**src/rtl/tt_pkg.sv**
```systemverilog
// Shared constants and types for the tick timer.
// Assumes word-aligned register offsets and a 32-bit data path.
package tt_pkg;
    localparam int DATA_W      = 32;
    localparam int FLAG_BIT    = 16;
    localparam int CTRL_BITS   = 3;
    localparam int NUM_REGS    = 4;

    typedef enum logic [1:0] {
        SEL_CTRL   = 2'd0,
        SEL_RELOAD = 2'd1,
        SEL_COUNT  = 2'd2,
        SEL_CALIB  = 2'd3
    } reg_sel_e;

    typedef struct packed {
        logic clk_src;   // 1: every core clock ticks
        logic irq_en;    // pulse on expiry
        logic run_en;    // counter enabled
    } ctrl_t;
endpackage

```
**src/rtl/tt_decode.sv**
```systemverilog
// Address decoder: turns one bus access into a register select and per-register strobes.
// Assumes only aligned word offsets below NUM_REGS*4 map to registers.
module tt_decode
    import tt_pkg::*;
#(
    parameter int ADDR_W = 5
) (
    input  logic              bus_valid,
    input  logic              bus_write,
    input  logic [ADDR_W-1:0] bus_addr,
    output reg_sel_e          sel,
    output logic              hit,
    output logic              any_wr,
    output logic              wr_ctrl,
    output logic              wr_reload,
    output logic              wr_count,
    output logic              rd_ctrl
);
    localparam int WORD_W = ADDR_W - 2;

    logic [WORD_W-1:0] word_idx;

    // Split the byte address into a word index and check alignment and range.
    always_comb begin
        word_idx = bus_addr[ADDR_W-1:2];
        hit      = (bus_addr[1:0] == 2'b00) && (int'(word_idx) < NUM_REGS);
        sel      = reg_sel_e'(word_idx[1:0]);
    end

    // Build per-register access strobes.
    always_comb begin
        any_wr    = bus_valid && bus_write;
        wr_ctrl   = any_wr && hit && (sel == SEL_CTRL);
        wr_reload = any_wr && hit && (sel == SEL_RELOAD);
        wr_count  = any_wr && hit && (sel == SEL_COUNT);
        rd_ctrl   = bus_valid && !bus_write && hit && (sel == SEL_CTRL);
    end
endmodule

```
**src/rtl/tt_tick_sel.sv**
```systemverilog
// Tick source selector: picks every core clock or the external reference strobe.
// Assumes ref_strobe is already synchronous to clk.
module tt_tick_sel (
    input  logic clk_src,
    input  logic ref_strobe,
    output logic tick
);
    // Choose the tick source.
    always_comb begin
        tick = clk_src ? 1'b1 : ref_strobe;
    end
endmodule

```
**src/rtl/tt_counter.sv**
```systemverilog
// Down counter with reload-after-rest, forced clear and halt on zero reload.
// Assumes at most one of arm/zap is set per cycle and that adv is low in write cycles.
module tt_counter #(
    parameter int CNT_W = 24
) (
    input  logic             clk,
    input  logic             rst_n,
    input  logic             adv,
    input  logic             arm,
    input  logic             zap,
    input  logic [CNT_W-1:0] reload,
    output logic [CNT_W-1:0] count,
    output logic             halted,
    output logic             expire
);
    localparam logic [CNT_W-1:0] ZERO = '0;
    localparam logic [CNT_W-1:0] ONE  = CNT_W'(1);

    logic reload_zero;

    // Flag a zero reload and an expiry (a decrement that lands on zero).
    always_comb begin
        reload_zero = (reload == ZERO);
        expire      = adv && (count == ONE);
    end

    // Update the count and the halt state.
    always_ff @(posedge clk) begin
        if (!rst_n) begin
            count  <= ZERO;
            halted <= 1'b0;
        end else if (zap) begin
            count  <= ZERO;
            halted <= halted || reload_zero;
        end else if (arm) begin
            count  <= ZERO;
            halted <= 1'b0;
        end else if (adv) begin
            if (count == ZERO) begin
                if (reload_zero) begin
                    halted <= 1'b1;
                end else begin
                    count <= reload;
                end
            end else begin
                count <= count - ONE;
                if ((count == ONE) && reload_zero) begin
                    halted <= 1'b1;
                end
            end
        end
    end
endmodule

```
**src/rtl/tt_regs.sv**
```systemverilog
// Register file: control bits, reload value, expiry flag, interrupt pulse and read mux.
// Assumes the decoder provides mutually exclusive write strobes.
module tt_regs
    import tt_pkg::*;
#(
    parameter int CNT_W = 24,
    parameter int CALIB = 10000
) (
    input  logic              clk,
    input  logic              rst_n,
    input  logic [DATA_W-1:0] wdata,
    input  reg_sel_e          sel,
    input  logic              hit,
    input  logic              wr_ctrl,
    input  logic              wr_reload,
    input  logic              wr_count,
    input  logic              rd_ctrl,
    input  logic              expire,
    input  logic [CNT_W-1:0]  count,
    output ctrl_t             ctrl,
    output logic [CNT_W-1:0]  reload,
    output logic              flag,
    output logic              arm,
    output logic              irq,
    output logic [DATA_W-1:0] rdata
);
    ctrl_t wr_ctrl_val;

    // Pick the writable control bits from the write data, and detect an enable rise.
    always_comb begin
        wr_ctrl_val = ctrl_t'(wdata[CTRL_BITS-1:0]);
        arm         = wr_ctrl && wr_ctrl_val.run_en && !ctrl.run_en;
    end

    // Hold the control bits.
    always_ff @(posedge clk) begin
        if (!rst_n) begin
            ctrl <= '0;
        end else if (wr_ctrl) begin
            ctrl <= wr_ctrl_val;
        end
    end

    // Hold the 24-bit reload value.
    always_ff @(posedge clk) begin
        if (!rst_n) begin
            reload <= '0;
        end else if (wr_reload) begin
            reload <= wdata[CNT_W-1:0];
        end
    end

    // Sticky expiry flag: an expiry sets it, a control read or count write clears it.
    always_ff @(posedge clk) begin
        if (!rst_n) begin
            flag <= 1'b0;
        end else if (expire) begin
            flag <= 1'b1;
        end else if (wr_count || rd_ctrl) begin
            flag <= 1'b0;
        end
    end

    // Registered one-cycle interrupt pulse.
    always_ff @(posedge clk) begin
        if (!rst_n) begin
            irq <= 1'b0;
        end else begin
            irq <= expire && ctrl.irq_en;
        end
    end

    // Read data mux; undefined addresses read zero.
    always_comb begin
        rdata = '0;
        if (hit) begin
            case (sel)
                SEL_CTRL: begin
                    rdata[CTRL_BITS-1:0] = ctrl;
                    rdata[FLAG_BIT]      = flag;
                end
                SEL_RELOAD: rdata[CNT_W-1:0] = reload;
                SEL_COUNT:  rdata[CNT_W-1:0] = count;
                SEL_CALIB:  rdata = DATA_W'(CALIB);
                default:    rdata = '0;
            endcase
        end
    end
endmodule

```
**src/rtl/tick_timer.sv**
```systemverilog
// Top level of the periodic tick timer: decoder, tick select, registers and counter.
// Assumes a single-cycle register access port and an active-low synchronous reset.
module tick_timer
    import tt_pkg::*;
#(
    parameter int ADDR_W = 5,
    parameter int CNT_W  = 24,
    parameter int CALIB  = 10000
) (
    input  logic              clk,
    input  logic              rst_n,
    input  logic              ref_strobe,
    input  logic              bus_valid,
    input  logic              bus_write,
    input  logic [ADDR_W-1:0] bus_addr,
    input  logic [31:0]       bus_wdata,
    output logic [31:0]       bus_rdata,
    output logic              irq_pulse
);
    reg_sel_e         sel;
    logic             hit, any_wr, wr_ctrl, wr_reload, wr_count, rd_ctrl;
    logic             tick, adv, arm, expire, halted, flag;
    ctrl_t            ctrl;
    logic [CNT_W-1:0] reload, count;

    tt_decode #(.ADDR_W(ADDR_W)) u_dec (
        .bus_valid (bus_valid),
        .bus_write (bus_write),
        .bus_addr  (bus_addr),
        .sel       (sel),
        .hit       (hit),
        .any_wr    (any_wr),
        .wr_ctrl   (wr_ctrl),
        .wr_reload (wr_reload),
        .wr_count  (wr_count),
        .rd_ctrl   (rd_ctrl)
    );

    tt_tick_sel u_tsel (
        .clk_src    (ctrl.clk_src),
        .ref_strobe (ref_strobe),
        .tick       (tick)
    );

    // Advance only when enabled, not halted, ticking, and no write is accepted.
    always_comb begin
        adv = ctrl.run_en && !halted && tick && !any_wr;
    end

    tt_regs #(.CNT_W(CNT_W), .CALIB(CALIB)) u_regs (
        .clk       (clk),
        .rst_n     (rst_n),
        .wdata     (bus_wdata),
        .sel       (sel),
        .hit       (hit),
        .wr_ctrl   (wr_ctrl),
        .wr_reload (wr_reload),
        .wr_count  (wr_count),
        .rd_ctrl   (rd_ctrl),
        .expire    (expire),
        .count     (count),
        .ctrl      (ctrl),
        .reload    (reload),
        .flag      (flag),
        .arm       (arm),
        .irq       (irq_pulse),
        .rdata     (bus_rdata)
    );

    tt_counter #(.CNT_W(CNT_W)) u_cnt (
        .clk    (clk),
        .rst_n  (rst_n),
        .adv    (adv),
        .arm    (arm),
        .zap    (wr_count),
        .reload (reload),
        .count  (count),
        .halted (halted),
        .expire (expire)
    );
endmodule

```
**config.mk**
```make
export PLATFORM = sky130hd
export DESIGN_NAME = tick_timer
export DESIGN_NICKNAME = d
export VERILOG_FILES = /design/src/rtl/tt_pkg.sv /design/src/rtl/tt_decode.sv /design/src/rtl/tt_tick_sel.sv /design/src/rtl/tt_counter.sv /design/src/rtl/tt_regs.sv /design/src/rtl/tick_timer.sv
export SDC_FILE = /design/constraint.sdc
export NUM_CORES = 1
export LEC_CHECK = 0
export BUFFER_PORTS_ARGS = -buffer_cell sky130_fd_sc_hd__buf_2
export CAP_MARGIN = 20
export CORE_MARGIN = 3
export CORE_UTILIZATION = 60
export CTS_BUF_LIST = sky130_fd_sc_hd__clkbuf_2
export DETAILED_ROUTE_END_ITERATION = 8
export GPL_TIMING_DRIVEN = 0
export HOLD_SLACK_MARGIN = 0.1
export MAX_ROUTING_LAYER = met4
export PLACE_DENSITY = 0.87
export SLEW_MARGIN = 20
export SYNTH_ARGS = -nofsm -noshare
export SYNTH_HDL_FRONTEND = slang
export SYNTH_SLANG_ARGS = --single-unit
```
**constraint.sdc**
```tcl
create_clock -name clk -period 4.1 [get_ports clk]
set_clock_uncertainty 0.15 [all_clocks]
set_input_delay 0.82 -clock clk [delete_from_list [all_inputs] [get_ports clk]]
set_output_delay 0.82 -clock clk [all_outputs]
set_load 0.01 [all_outputs]
```
Word-level counts from Yosys, hierarchy flattened --
Index checks and enable logic that the tools add are counted.
Cells by class: add/subtract/negate cells 1, multiply operators 0, div/mod/pow operators 0, magnitude comparators 1, equal/unequal tests 6, shifts and indexed selects 0, mux-type cells 16, bitwise operators 1, reductions and logical operators 33
Operators with widths (number):
- $mux W24 | 3
- $logic_not A24 Y1 | 2
- $pmux W13 S3 | 1
- $eq A24 B1 Y1 const B | 1
- $sub A24 B1 Y24 const B | 1
- $logic_and A1 B1 Y1 | 17
- $pmux W7 S2 | 1
- $pmux W3 S4 | 1
- $mux W1 | 9
- $eq A2 B2 Y1 const B | 2
- $logic_not A1 Y1 | 4
- $logic_not A2 Y1 | 2
- $ne A4 B3 Y1 const B | 1
- $pmux W1 S4 | 1
- $reduce_bool A4 Y1 | 1
- $lt A3 B3 Y1 const B | 1
- $reduce_and A3 Y1 | 1
- $reduce_bool A3 Y1 | 1
- $reduce_or A3 Y1 | 1
- $eq A2 B1 Y1 const B | 1
- $logic_or A1 B1 Y1 | 2
- $ne A2 B2 Y1 const B | 1
- $reduce_and A2 Y1 | 1
- $reduce_bool A2 Y1 | 1
- $not A1 Y1 | 1
Storage, ports and cells: register bits after elaboration 54, bits in latches 0, bits in writable memories 0, bits in read-only memories 0, bits of input ports 42, memories 0

Depth between registers and ports, before layout --
Gate-level depths: netlist of run 1.
word-level depth 8, gate-level depth with buffers 9, gate-level depth less buffers 8

Hierarchy --
From an unflattened synthesis of run 1, not the netlist that was laid out.
Second synthesis, totals: cells, all modules 412, area total of the unflattened synthesis 3397.0 µm²
Modules (own cells, without submodules):
- tt_counter | times used 1, cells an instance 232, area each 1699.1 µm², seq. area each 500.5 µm²
- tt_regs | times used 1, cells an instance 168, area each 1600.3 µm², seq. area each 580.6 µm²
- tt_decode | times used 1, cells an instance 10, area each 78.8 µm², seq. area each 0.0 µm²
- tick_timer | times used 1, cells an instance 1, area each 12.5 µm², seq. area each 0.0 µm²
- tt_tick_sel | times used 1, cells an instance 1, area each 6.3 µm², seq. area each 0.0 µm²

Least setup slack after synthesis of run 1 --
Ideal clock, no wire load.
kind input -> output, from in bus_addr[2], to out bus_rdata[11], data arrival time 1.883 ns, data required time 3.130 ns, setup slack 1.247 ns, cell stages on the path 6, path buffers 2, cell sequence inv_1 > ha_1 > clkbuf_1 > clkbuf_1 > a22oi_1 > nor2_1
On the way: word-level cells in the longest chain between the ends 3, elaborated cells between the ends (all ways) 7, those cells by class order compare: 1; eq/ne: 3; mux: 2; reduce/logical: 1
Ends and longest elaborated chain:
- from (decl) | RTL line tick_timer.sv:15 | input logic [ADDR_W-1:0] bus_addr,
- $lt A3 B3 Y1 (tied with other cells) | RTL line tt_decode.sv:26 | hit = (bus_addr[1:0] == 2'b00) && (int'(word_idx) < NUM_REGS);
- $logic_and A1 B1 Y1 / $pmux W13 S3 (equally long branches) | RTL line tt_decode.sv:26, tt_regs.sv:77
- $mux W24 * | RTL line tt_regs.sv:76 | if (hit) begin
- to (decl) | RTL line tick_timer.sv:17 | output logic [31:0] bus_rdata,
Every way passes the cells marked *; elsewhere a longest branch is shown, timed or not.

Worst setup path after layout of run 1 --
from in bus_addr[2], to out bus_rdata[23]
On the way: word-level cells in the longest chain between the ends 3, elaborated cells between the ends (all ways) 6, those cells by class order compare: 1; eq/ne: 2; mux: 2; reduce/logical: 1
Ends and longest elaborated chain (RTL line):
- $lt A3 B3 Y1 (tied with other cells) | tt_decode.sv:26
- $logic_and A1 B1 Y1 / $pmux W7 S2 (equally long branches) | tt_decode.sv:26, tt_regs.sv:77
- $mux W24 * | tt_regs.sv:76
Marked as above.

==> results of run 1 <==
flip-flops by register name, summed over array words and instances, names as in the netlist:
signal,cells
u_regs.reload,24
u_regs.irq,1
u_cnt.halted,1
u_regs.flag,1
u_regs.ctrl,3
u_cnt.count,24
layout by cell type (no fill, tap or decap), types with 3 or more instances in the layout:
| cell type | instances |
|---|---|
| mux2i_1 | 4 |
| dfxtp_1 | 54 |
| inv_1 | 10 |
| clkbuf_1 | 24 |
| buf_2 | 62 |
| nor3_1 | 15 |
| nor4_1 | 11 |
| buf_4 | 9 |
| o21ai_0 | 18 |
| mux2_2 | 3 |
| or3_1 | 11 |
| a21boi_0 | 26 |
| a31oi_1 | 4 |
| and3_1 | 6 |
| clkbuf_2 | 5 |
| nand2_1 | 71 |
| o211ai_1 | 7 |
| nand3b_1 | 3 |
| nand3_1 | 15 |
| a21oi_2 | 3 |
| a21oi_1 | 18 |
| a221oi_1 | 9 |
| o21a_1 | 3 |
| a22oi_1 | 21 |
| nand2b_1 | 3 |
| nor2_1 | 50 |
| conb_1 | 8 |
| ha_1 | 8 |
| a2111oi_4 | 3 |
kinds of logic (layout without fill, tap and decap cells):
| family | count (synthesis) | after routing | synth area share |
|---|---|---|---|
| xor+xnor | 1 | 1 | 0.00255 |
| simple gates | 199 | 199 | 0.272 |
| other cells | 1 | 8 | 0.00109 |
| fa+ha+maj | 8 | 8 | 0.0292 |
| compound gates | 132 | 132 | 0.292 |
| mux | 7 | 7 | 0.0215 |
| buf+inv | 49 | 115 | 0.0671 |
| flops | 54 | 54 | 0.315 |
final timing paths:
| path | cells after the start | slack, ns | endpoint | start |
|---|---|---|---|---|
| worst min register to register | 2 | 0.37 | u_regs.ctrl[1] | u_regs.ctrl[1] |
| worst max register to register | 7 | 0.99 | u_cnt.count[16] | u_cnt.count[9] |
| worst max-delay path | 8 | 0.55 | bus_rdata[23] | bus_addr[2] |
| worst min-delay path | 2 | 0.37 | u_regs.ctrl[1] | u_regs.ctrl[1] |
stage by stage:
stage	utilization	std cells	hold slack, ns	total power [µW]
after floorplan	-	458	0.302	591
after global placement	0.723	586	0.332	625
after detailed placement	0.723	586	0.338	627
after CTS	0.735	594	0.369	896
after global routing	0.735	594	0.371	934
final	0.735	594	0.371	898
power groups by stage:
stage               Combinational [µW]  Clock, µW  Sequential (µW)
floorplan                         52.6          0              538
global placement                  86.2          0              539
detailed placement                87.8          0              539
CTS                               88.4        278              530
global route                      99.1        304              531
finish                            90.8        277              530
area by class of cell:
type	instances	area (µm²)	area share
Timing Repair Buffer	58	290	0.0745
Buffer	39	193	0.0494
Multi-Input combinational cell	355	2140	0.550
Inverter	10	37.5	0.00963
Clock buffer	5	25.0	0.00642
Clock inverter	3	40.0	0.0103
Tap cell	70	87.6	0.0225
Sequential cell	54	1080	0.277
metal layers:
metal	up-vias	GRT usage	part of all wire
li1	1769	-	-
met1	1680	0.451	0.42
met2	252	0.499	0.44
met3	42	0.0515	0.11
met4	0	0.118	0.028
met5	-	-	0
critical path: cells and delay by family:
| family | cells | cell delay, ns |
|---|---|---|
| AND/OR/NAND/NOR | 1 | 0.18 |
| buffers and inverters | 5 | 1.25 |
| AO/OA/AOI/OAI | 1 | 0.18 |
| adder cells (fa/ha/maj) | 1 | 0.15 |
==> run metrics, run 1 <==
antenna violations before repair=0; combinational group share of total power=0.101; setup repair after global routing missed its margin=false; largest net degree at the start of global routing=17; static leakage=roughly 0.0015 µW; area overhead of the layout relative to synthesis=13.7%; Placement Setup Slack=0.631 ns; switching share of power=0.262; max-cap viol count=0; Clock Power Share=0.309; Via Count=between 3000 and 4000; final global-route overflow total=0; area of the core=5300 µm²; worst setup slack after layout=0.555 ns; worst rel slew slack=0.447; cell area after synthesis=3430 µm²; clock sink count=54; Psw=235 µW; fmax=~0.28 GHz; number of remaining DRC errors=0; share of layout cells above drive strength 1=0.187; Gate Count Post-Synth=451; number of buffers between clock root and the deepest sink=2; fin area=3900 µm²; number of enable-type register cells in the synthesized netlist=0; setup total negative slack=0 ns; WP data arrival=2.58 ns; cell types with the highest counts after synthesis=nand2_1 (71), dfxtp_1 (54), nor2_1 (50); number of synthesis warnings=0; Initial Utilization=0.647; nature of the critical path endpoint=output port; category of the worst setup path launch point=input port; first-pass GRT wire length=16.6 mm; highest net fanout along the worst path=10; site row count=26; nets=573; Max Transition Viols Final=0; run status=completed; most frequent cell after synthesis=nand2_1; CTS H-tree depth=2; detailed router's first-iteration violation count=468; path category of the worst min-delay check=reg2reg; share of total power in sequential cells=0.590; required time of the critical path=between 3 and 4 ns; Port-buffer cells=58; cells taking the most area after synthesis=dfxtp_1 (32%), nand2_1 (7.8%), a21boi_0 (5.7%); Int Power=663 µW; flip-flop and latch count after synthesis=between 50 and 60; Final Hold Viols=0; vias in the first global route=3350; worst-margin pin slew=0.823 ns; number of detailed-route iterations in the first pass=5; Filler Cell Count=465; ports placed on the boundary=75; post-DR vias/cell=6.30; number of buffers inserted for hold repair after clock tree synthesis=0; Global Route Usage Sum=0.331; power per cell area=~230 nW/µm²; mean instance size in the synthesized netlist=roughly 7.6 µm²; cell at the slowest stage of the critical path=clkbuf_1; post-placement cell area=3830 µm²; die span in x=between 80 and 90 µm; largest stage delay on the critical path=roughly 0.52 ns; sequential fraction of the synthesis area=0.315; post-cts sizing count=0; proportion of netlist area held by the largest area contributor=0.315; total of endpoints with negative setup slack in the final report=0; Die Span Y=a little over 80 µm; wire per inst=17.6 µm; TritonCTS buffer count=5; weighted congestion at the end of routability-driven global placement=~0.99; half-perimeter wire length after detailed placement=7.79 mm; final critical-path share of the clock period=0.865; largest voltage drop on the vdd net=between 0.15 and 0.2 mV; clock-pin transition on the worst setup and hold timing paths=0.26 ns; asr flop ratio synth=0; critical-path cell list=buf_2, inv_1, ha_1, clkbuf_1, clkbuf_1, a22oi_1, nor2_1, buf_2; count of nets left with antenna violations after detail routing=0; start-to-end type of the worst setup path=in2out; most used flip-flop cell after synthesis=dfxtp_1; CTS root buffer=clkbuf_2; count of antenna diodes in the layout=0; post-layout minimum cycle time=approximately 3.5 ns; clock latency of the later-clocked register in the worst-skew pair=between 0.4 and 0.5 ns; final routed wirelength across all metal layers=10.5 mm; cell accounting for the most synthesized area=dfxtp_1; count of cell types in the netlist=58; number of setup buffers added after CTS=0; clock tree from TritonCTS=built; area of the die=approximately 6700 µm²
Power figures use the tool's default switching activity.
==> run 2: changes to the inputs <==
Settings changed: CORE_MARGIN 3 to default, SYNTH_HIERARCHICAL from default to 1.
==> run metrics, run 2 <==
run status=completed (unchanged); half-perimeter wire length after detailed placement=7.81 mm (was 7.79 mm); area taken by flip-flops and latches=1080 µm² (unchanged); cells taking the most area after synthesis=dfxtp_1 (32%), mux2i_1 (7.7%), nor2b_1 (5.0%) (was dfxtp_1 (32%), nand2_1 (7.8%), a21boi_0 (5.7%)); number of enable-type register cells in the synthesized netlist=0 (unchanged); post-layout minimum cycle time=3.28 ns (was 3.55 ns); max-cap viol count=0 (unchanged); proportion of netlist area held by the largest area contributor=0.318 (was 0.315); Gate Count Post-Synth=412 (was 451); most frequent cell after synthesis=dfxtp_1 (was nand2_1); mean instance size in the synthesized netlist=8.25 µm² (was 7.60 µm²); power per cell area=224 nW/µm² (was 230 nW/µm²); site row count=27 (was 26); detailed router's first-iteration violation count=484 (was 468); clock tree from TritonCTS=built (unchanged); required time of the critical path=3.13 ns (about the same); ports placed on the boundary=75 (unchanged); setup slack of the most critical reg-to-reg path=0.94 ns (was 0.99 ns); asr flop ratio synth=0 (unchanged); fin area=3860 µm² (was 3900 µm²); area of the die=5970 µm² (was 6660 µm²); minimum hold slack=0.344 ns (was 0.371 ns); antenna violations before repair=0 (unchanged); worst setup slack after layout=0.821 ns (was 0.555 ns); CTS root buffer=clkbuf_2 (unchanged); number of remaining DRC errors=0 (unchanged); post-placement cell area=3800 µm² (was 3830 µm²); vias in the first global route=3398 (was 3350); hold path endpoint=u_cnt/count[22] (was u_regs.ctrl[1]); clock latency of the later-clocked register in the worst-skew pair=0.47 ns (was 0.49 ns); worst-margin pin slew=0.835 ns (was 0.823 ns); Port-buffer cells=58 (unchanged); Final Hold Viols=0 (unchanged); biggest regs=u_cnt/count x24, u_regs/reload x24, u_regs/ctrl x3 (was u_cnt.count x24, u_regs.reload x24, u_regs.ctrl x3); count of antenna diodes in the layout=0 (unchanged); largest net degree at the start of global routing=20 (was 17); Max Transition Viols Final=0 (unchanged); wire per inst=19.0 µm (was 17.6 µm); post-DR vias/cell=6.55 (was 6.30); post-cts sizing count=0 (unchanged); highest net fanout along the worst path=7 (was 10); TritonCTS buffer count=5 (unchanged); total of endpoints with negative setup slack in the final report=0 (unchanged); setup total negative slack=0 ns (unchanged); area overhead of the layout relative to synthesis=13.5% (was 13.7%); Filler Cell Count=509 (was 465); flip-flop and latch count after synthesis=54 (unchanged); number of setup buffers added after CTS=0 (unchanged); origin of the worst min-delay path=u_cnt/count[22] (was u_regs.ctrl[1]); setup repair after global routing missed its margin=false (unchanged); number of detailed-route iterations in the first pass=5 (unchanged); number of synthesis warnings=6 (was 0); area of the multi-input gates=2090 µm² (was 2140 µm²); CTS H-tree depth=2 (unchanged); path category of the worst min-delay check=reg2reg (unchanged); Die Span Y=77.2 µm (was 81.6 µm); worst rel slew slack=0.438 (was 0.447); die span in x=77.2 µm (was 81.6 µm); cell types with the highest counts after synthesis=dfxtp_1 (54), nor2_1 (40), nor2b_1 (27) (was nand2_1 (71), dfxtp_1 (54), nor2_1 (50)); count of nets left with antenna violations after detail routing=0 (unchanged); cell area after synthesis=3400 µm² (was 3430 µm²); FF-to-FF End=u_cnt/count[4] (was u_cnt.count[16]); Via Count=3646 (was 3743); category of the worst setup path launch point=input port (unchanged); largest voltage drop on the vdd net=0.187 mV (was 0.151 mV); Global Route Usage Sum=0.372 (was 0.331); share of layout cells above drive strength 1=0.210 (was 0.187); leading cell types in the layout, fill and taps excluded=buf_2 (64), dfxtp_1 (54), nor2_1 (40) (was nand2_1 (71), buf_2 (62), dfxtp_1 (54)); final critical-path share of the clock period=0.800 (was 0.865); number of buffers between clock root and the deepest sink=2 (unchanged); number of buffers inserted for hold repair after clock tree synthesis=0 (unchanged); Placement Setup Slack=0.455 ns (was 0.631 ns); sequential fraction of the synthesis area=0.318 (was 0.315); most used flip-flop cell after synthesis=dfxtp_1 (unchanged); WP data arrival=2.31 ns (was 2.58 ns); area of the core=5470 µm² (was 5300 µm²); first-pass GRT wire length=16.8 mm (was 16.6 mm); worst-case reg-to-reg path depth=7 (unchanged); start-to-end type of the worst setup path=in2out (unchanged); FF-to-FF Start=u_cnt/count[8] (was u_cnt.count[9]); Min-Delay Path Depth=2 (unchanged); nets=533 (was 573); nature of the critical path endpoint=output port (unchanged); final routed wirelength across all metal layers=10.6 mm (was 10.5 mm); fmax=0.305 GHz (was 0.282 GHz); clock sink count=54 (unchanged); static leakage=0.00149 µW (was 0.00146 µW); count of cell types in the netlist=59 (was 58); weighted congestion at the end of routability-driven global placement=0.996 (was 0.991); final global-route overflow total=0 (unchanged); most frequent standard cell in the layout excluding fill and tap cells=buf_2 (was nand2_1); clock-pin transition on the worst setup and hold timing paths=0.32 ns (was 0.26 ns); cell accounting for the most synthesized area=dfxtp_1 (unchanged); Initial Utilization=0.621 (was 0.647)
==> run 2: cell types whose count changed after synthesis, moves of 6 or more <==
cell      before  now
nor2_1        50   40
a21boi_0      26    1
a22oi_1       21   15
nor2b_1        1   27
mux2i_1        4   26
o21ai_0       18   11
nand2_1       71   23
a21oi_1       18   24
nor4_1        11   17
nand3_1       15    8
clkbuf_1      24   12
o21ai_1        0   13
==> run 2: final cells by class <==
class	count	share of cell area
multi-input combinational	322	0.542
sequential	54	0.280
timing repair buffer	58	0.0753
buffer	34	0.0565
tap	72	0.0234
inverter	9	0.00876
clock inverter	3	0.00714
clock buffer	5	0.00649
==> run 2: critical path: stages <==
cell and delay [ns]:
buf_2 0.10, nor3_1 0.64, nand2_1 0.39, nor2_1 0.20, buf_2 0.15
==> run 2: how the worst max path moves through the flow <==
stage | end | startpoint | cells past startpoint
global placement | u_cnt/count[21] | bus_addr[4] | 9
floorplan | u_cnt/count[21] | bus_addr[4] | 8
detailed placement | u_cnt/count[21] | bus_addr[4] | 9
CTS | bus_rdata[23] | bus_addr[4] | 5
global route | bus_rdata[23] | bus_addr[4] | 5
finish | bus_rdata[23] | bus_addr[4] | 5
==> run 2: cells by family after synthesis <==
family | share of synthesized area
AND/OR/NAND/NOR | 0.299
AO/OA/AOI/OAI | 0.202
flip-flops | 0.318
buffers and inverters | 0.0740
multiplexers | 0.0799
adder cells (fa/ha/maj) | 0.0258
other | 0.00110
==> run 2: through the flow <==
stage / util / std cells / total power (µW)
2_1_floorplan: - / 419 / 592
5_1_grt: 0.705 / 557 / 887
3_3_place_gp: 0.695 / 549 / 625
6_report: 0.705 / 557 / 863
3_5_place_dp: 0.695 / 549 / 627
4_1_cts: 0.705 / 557 / 860
==> run 2: per-layer routing <==
layer / up-vias / GRT usage / part of all wire
met5: - / - / 0
met4: 0 / 0.215 / 0.051
met3: 61 / 0.102 / 0.13
met2: 276 / 0.534 / 0.44
met1: 1669 / 0.465 / 0.39
li1: 1640 / - / -
==> run 2: power breakdown <==
| group | internal (µW) | switching (µW) | total [µW] |
|---|---|---|---|
| Combinational | 39.8 | 51.4 | 91.2 |
| Clock | 49.3 | 192 | 242 |
| Sequential | 529 | 1.74 | 531 |
